[config.mk]
export PLATFORM = sky130hd
export DESIGN_NAME = freq_out_div
export DESIGN_NICKNAME = d
export VERILOG_FILES = /design/src/rtl/freq_div_pkg.sv /design/src/rtl/freq_div_ctrl.sv /design/src/rtl/freq_div_dp.sv /design/src/rtl/freq_out_div.sv
export SDC_FILE = /design/constraint.sdc
export NUM_CORES = 1
export LEC_CHECK = 0
export CORE_ASPECT_RATIO = 0.7
export CORE_UTILIZATION = 25
export CTS_CLUSTER_DIAMETER = 80
export DETAILED_ROUTE_END_ITERATION = 8
export GPL_TIMING_DRIVEN = 0
export HOLD_SLACK_MARGIN = 0.02
export PLACE_DENSITY_LB_ADDON = 0.05
export SYNTH_ARGS = -nofsm -noshare
export SYNTH_HDL_FRONTEND = slang
export SYNTH_SLANG_ARGS = --single-unit
export TNS_END_PERCENT = 50
[constraint.sdc]
create_clock -name clk -period 2.1 [get_ports clk]
set_input_delay 0.21 -clock clk [delete_from_list [all_inputs] [get_ports clk]]
set_output_delay 0.21 -clock clk [all_outputs]
set_load 0.02 [all_outputs]
[src/rtl/freq_div_pkg.sv]
package freq_div_pkg;

  // Strobes from control to datapath, valid for one cycle each
  typedef struct packed {
    logic tick;   // counted timebase pulse
    logic clear;  // hold divider at phase zero, output low
  } fdStrobe_t;

endpackage

[src/rtl/freq_div_ctrl.sv]
module freq_div_ctrl
  import freq_div_pkg::*;
#(
  parameter int DIV_W = 4
) (
  input  logic             clk,
  input  logic             rstN,
  input  logic             fastTick,
  input  logic             slowTick,
  input  logic             cfgWe,
  input  logic [DIV_W-1:0] cfgDivide,
  input  logic             cfgHalve,
  input  logic             cfgSrcSel,
  input  logic             cfgEnable,
  output fdStrobe_t        strb,
  output logic [DIV_W-1:0] activeDiv,
  output logic             enQ,
  output logic             riseQ,
  output logic             halveQ,
  output logic             srcSelQ
);

  logic [DIV_W-1:0] shadowDiv;
  logic             halfPh;
  logic             fastSel;

  // Configuration capture; the enable rising edge is flagged for one cycle
  always_ff @(posedge clk or negedge rstN) begin
    if (!rstN) begin
      enQ       <= 1'b0;
      srcSelQ   <= 1'b0;
      halveQ    <= 1'b0;
      shadowDiv <= '0;
      riseQ     <= 1'b0;
    end else begin
      riseQ <= cfgWe && cfgEnable && !enQ;
      if (cfgWe) begin
        enQ       <= cfgEnable;
        srcSelQ   <= cfgSrcSel;
        halveQ    <= cfgHalve;
        shadowDiv <= cfgDivide;
      end
    end
  end

  // Running ratio follows the shadow only in the load cycle after enabling
  always_ff @(posedge clk or negedge rstN) begin
    if (!rstN) begin
      activeDiv <= '0;
    end else if (riseQ) begin
      activeDiv <= shadowDiv;
    end
  end

  // Fast-source halving phase, restarted whenever the block is idle
  always_ff @(posedge clk or negedge rstN) begin
    if (!rstN) begin
      halfPh <= 1'b0;
    end else if (!enQ) begin
      halfPh <= 1'b0;
    end else if (fastTick) begin
      halfPh <= ~halfPh;
    end
  end

  always_comb begin
    fastSel    = halveQ ? (fastTick && halfPh) : fastTick;
    strb.tick  = enQ && !riseQ && (srcSelQ ? slowTick : fastSel);
    strb.clear = !enQ || riseQ;
  end

endmodule

[src/rtl/freq_div_dp.sv]
module freq_div_dp
  import freq_div_pkg::*;
#(
  parameter int DIV_W = 4
) (
  input  logic             clk,
  input  logic             rstN,
  input  fdStrobe_t        strb,
  input  logic [DIV_W-1:0] activeDiv,
  output logic             freqOut
);

  localparam int RW = DIV_W + 1;
  localparam logic [RW-1:0] MAX_RATIO = RW'(1 << DIV_W);
  localparam logic [RW-1:0] ONE = RW'(1);

  logic [RW-1:0]    ratio;
  logic [RW-1:0]    hiCnt;
  logic [DIV_W-1:0] cnt;
  logic             isOne;
  logic             atLast;

  always_comb begin
    ratio  = (activeDiv == '0) ? MAX_RATIO : {1'b0, activeDiv};
    hiCnt  = (ratio + ONE) >> 1;
    isOne  = (ratio == ONE);
    atLast = ({1'b0, cnt} == (ratio - ONE));
  end

  always_ff @(posedge clk or negedge rstN) begin
    if (!rstN) begin
      cnt     <= '0;
      freqOut <= 1'b0;
    end else if (strb.clear) begin
      cnt     <= '0;
      freqOut <= 1'b0;
    end else if (isOne) begin
      freqOut <= strb.tick;
    end else if (strb.tick) begin
      freqOut <= ({1'b0, cnt} < hiCnt);
      cnt     <= atLast ? '0 : cnt + 1'b1;
    end
  end

endmodule

[src/rtl/freq_out_div.sv]
module freq_out_div
  import freq_div_pkg::*;
#(
  parameter int DIV_W = 4
) (
  input  logic             clk,
  input  logic             rstN,
  input  logic             fastTick,
  input  logic             slowTick,
  input  logic             cfgWe,
  input  logic [DIV_W-1:0] cfgDivide,
  input  logic             cfgHalve,
  input  logic             cfgSrcSel,
  input  logic             cfgEnable,
  output logic             freqOut
);

  fdStrobe_t        strb;
  logic [DIV_W-1:0] activeDiv;
  logic             enQ;
  logic             riseQ;
  logic             halveQ;
  logic             srcSelQ;

  freq_div_ctrl #(.DIV_W(DIV_W)) u_ctrl (
    .clk      (clk),
    .rstN     (rstN),
    .fastTick (fastTick),
    .slowTick (slowTick),
    .cfgWe    (cfgWe),
    .cfgDivide(cfgDivide),
    .cfgHalve (cfgHalve),
    .cfgSrcSel(cfgSrcSel),
    .cfgEnable(cfgEnable),
    .strb     (strb),
    .activeDiv(activeDiv),
    .enQ      (enQ),
    .riseQ    (riseQ),
    .halveQ   (halveQ),
    .srcSelQ  (srcSelQ)
  );

  freq_div_dp #(.DIV_W(DIV_W)) u_dp (
    .clk      (clk),
    .rstN     (rstN),
    .strb     (strb),
    .activeDiv(activeDiv),
    .freqOut  (freqOut)
  );

endmodule

==> flow_summary.ini <==
[status]
status = complete, no violations

[yosys]
post_synth_inst_count = 97
ys_dominant_reg_cell = dfrtp_1
synthXorXnorAreaFrac_pct = 6.02
ys_seq_area_share_pct = 44.2
synth_enable_flop_cells = 0
yosys_warning_count = 0
post_synth_fa_ha_maj_area_fraction_pct = 8.60
largest_family_of_logic_cells_by_synthesized_area = simple AND/OR/NAND/NOR gates
post_synth_and_or_nand_nor_area_fraction_pct = 15.8
syn_area_per_cell_sq_um = 10.5
synth.net_count = 116
syn-cell-area_sq_mm = 0.00102
synth_mux_area_share_pct = 9.71
synth_compound_area_share_pct = 11.9
number_of_library_cell_types_mapped_by_synthesis = 31
yosys_register_bits = 18
async_flop_share_pct = 100

[pwr]
switching_power_summed_over_all_nets_uw = 304
switching_share_pct = 29.5
power_frac_clock_pct = 27.3
power.combinational.fraction_pct = 32.4
intPower_uw = 728
seq_power_share_pct = 40.3
total_leakage_power_nw = 0.540
power_density_mw_per_mm2 = 804
ir_worst_vdd_uv = 308

[finish]
synthToLayoutAreaGrowth_pct = 26.0
final_nets = 136
antenna_cells_inserted = 0
nFillCells = 389
final_core_utilization_pct = 32.7
final_layout_size_suffix_gt1_share_pct = 19.8
instances_no_fill = 168

[place]
gp_congestion = 0.703
setup_slack_placement_ns = -0.0749
buffer_ports.inserted = 11
numPlacedInstances = 160
dp.final_hpwl_um = 1510

[floorplan]
rows = 19
floorplan.die.height_um = 55.4
fp.dieArea_sq_mm = 0.00434
design.portCount = 13
design.core.area_sq_mm = 0.00392
start_util_pct = 26.0
chipWidth_um = 78.3

[sta]
timing.final.crit_period_ns = 1.98
finalHoldViolCount = 0
timing_max_transition_violations_final = 0
setup_slack_ns = 0.121
relative_slew_slack_pct = 45.8
max_clock_freq_mhz = 505
timing.clock.skew_ns = 0.00198
worst_pin_slew_ns = 0.811
final_period_utilization_pct = 94.2
grt_setup_unrepaired = false
report.final.setup_viol = 0

[global_route]
grt_pass1_wl_um = 3640
grt_start_max_net_pins = 19
global_route.overflow_total = 0
antenna_found_initial = 0
track_usage_pct = 10.9
first_global_vias = 756

[routing]
wl_per_cell_um = 12.0
route.antenna.remaining_nets = 0
finalWirelength_um = 2010
post-route-drc-count = 0
drt_pass1_iterations = 3
viasPerCell = 4.46
drt_iter0_drc = 14
vias = 749

[critical_path]
critical-path-max-stage-delay_ns = 0.39
cp_max_fo = 4
worst-r2r-cell-count = 7
worst_ep_required_time_ns = 2.28
timing.critical_path.from_type = flop
critical-path-slowest-cell = dfrtp_2
criticalPathCategory = reg -> reg
critical_path_cell_count = 7
cp-end-kind = flop
worst_path_dominant_cell_family = compound AO/OA/AOI/OAI gates
cp_cell_sequence = inv_1, ha_2, o21bai_2, a221o_1, o211ai_2, or3b_1, a21oi_2
crit_buf_inv = 1
critical_path_arrival_ns = 2.16

[hold_path]
worst_hold_path.num_cells = 3
hp-class = in -> reg

[clocking]
clk_pin_slew_worst_paths_ns = 0.07
cts.sink_count = 18
cts_tree = yes
cts_root_buffer = clkbuf_8
clk_latency_ns = 0.25
cts-buffers-inserted = 3
cts.htree.levels = 1
max-clock-path-buffers = 2
holdBufCountCts = 0

[run]
max-cap-violations = 0
state kept, by name (all words and copies together) (netlist names):
name              flops
u_ctrl.enQ            1
u_ctrl.halveQ         1
u_ctrl.halfPh         1
u_ctrl.shadowDiv      4
u_ctrl.activeDiv      4
u_dp.cnt              4
u_ctrl.srcSelQ        1
u_dp.freqOut          1
u_ctrl.riseQ          1
layout by cell type, fill, tap and decap left out, types with 5 or more instances in the layout:
master / n
buf_4: 5
clkdlybuf4s50_1: 11
dfrtp_1: 16
ha_1: 6
mux2_2: 7
nand2_1: 9
nor2_1: 7
o21ai_0: 5
xnor2_1: 5
cells in the mapped netlist (2+ instances only):
| cell type | n | area share [%] |
|---|---|---|
| nor4_1 | 2 | 1.2 |
| o21ai_0 | 5 | 2.5 |
| nand4_1 | 2 | 1.2 |
| nor2_1 | 7 | 2.6 |
| inv_1 | 4 | 1.5 |
| nor2b_1 | 2 | 1.2 |
| ha_1 | 7 | 8.6 |
| xnor2_1 | 5 | 4.3 |
| xor2_1 | 2 | 1.7 |
| a211oi_1 | 2 | 1.5 |
| mux2_2 | 7 | 7.7 |
| mux2i_1 | 2 | 2.0 |
| nand2_1 | 9 | 3.3 |
| a21oi_1 | 2 | 0.98 |
| dfrtp_1 | 18 | 44 |
| nor3_1 | 2 | 0.98 |
| a31oi_1 | 2 | 1.2 |
| nand2b_1 | 3 | 1.8 |
| nand3_1 | 2 | 0.98 |
final timing paths:
path	startpoint	endpoint	slack, ns
worst min register to register	u_ctrl.enQ	u_ctrl.riseQ	0.46
min in group asynchronous	rstN	u_ctrl.halveQ	0.43
max in group asynchronous	rstN	u_ctrl.activeDiv[1]	1.12
worst max register to register	u_ctrl.activeDiv[1]	u_dp.cnt[0]	0.12
worst min-delay path	cfgWe	u_ctrl.riseQ	0.36
worst max-delay path	u_ctrl.activeDiv[1]	u_dp.cnt[0]	0.12
kinds of logic after synthesis:
| kind of cell | Yosys count |
|---|---|
| xor+xnor | 7 |
| flops | 18 |
| simple gates | 32 |
| mux | 9 |
| buf+inv | 7 |
| compound gates | 17 |
| fa+ha+maj | 7 |
cell type report:
| cell class | instances | area (sq um) | share of cell area, % |
|---|---|---|---|
| Timing Repair Buffer | 15 | 140 | 10.9 |
| Clock buffer | 4 | 55.1 | 4.29 |
| Multi-Input combinational cell | 72 | 533 | 41.5 |
| Inverter | 4 | 15.0 | 1.17 |
| Sequential cell | 18 | 453 | 35.3 |
| Buffer | 3 | 22.5 | 1.75 |
| Tap cell | 52 | 65.1 | 5.07 |
power groups by stage:
| stage | sequential [mW] | combinational, mW | clock (mW) |
|---|---|---|---|
| floorplan | 0.425 | 0.229 | 0 |
| global placement | 0.433 | 0.301 | 0 |
| detailed placement | 0.432 | 0.303 | 0 |
| CTS | 0.419 | 0.319 | 0.295 |
| global route | 0.423 | 0.378 | 0.312 |
| finish | 0.416 | 0.334 | 0.282 |
worst reg2reg max path: stages, from the launching register on:
cell	delay, ns
dfrtp_2	0.39
inv_1	0.08
ha_2	0.20
o21bai_2	0.20
a221o_1	0.31
o211ai_2	0.24
or3b_1	0.38
a21oi_2	0.12
timing repair:
item	4_1_cts	5_1_grt
resized for setup	2	1
setup endpoints to repair	1	2
pin swaps	0	1
buffers inserted	1	3
per-stage QoR:
stage | hold slack [ns] | setup TNS, ns | total power [mW] | area, sq um
after floorplan | -0.0856 | 0 | 0.654 | 1020
after global placement | 0.448 | -0.0955 | 0.734 | 1190
after detailed placement | 0.453 | -0.0749 | 0.736 | 1190
after CTS | 0.381 | 0 | 1.03 | 1260
after global routing | 0.453 | 0 | 1.11 | 1280
final | 0.363 | 0 | 1.03 | 1280
layer usage:
metal,share of wire (%),track usage [%]
met1,54,15.4
met2,41,15.9
met3,3.7,3.97
met4,0.60,2.38
met5,0,0
No activity file was read; power rests on OpenSTA's default activity.
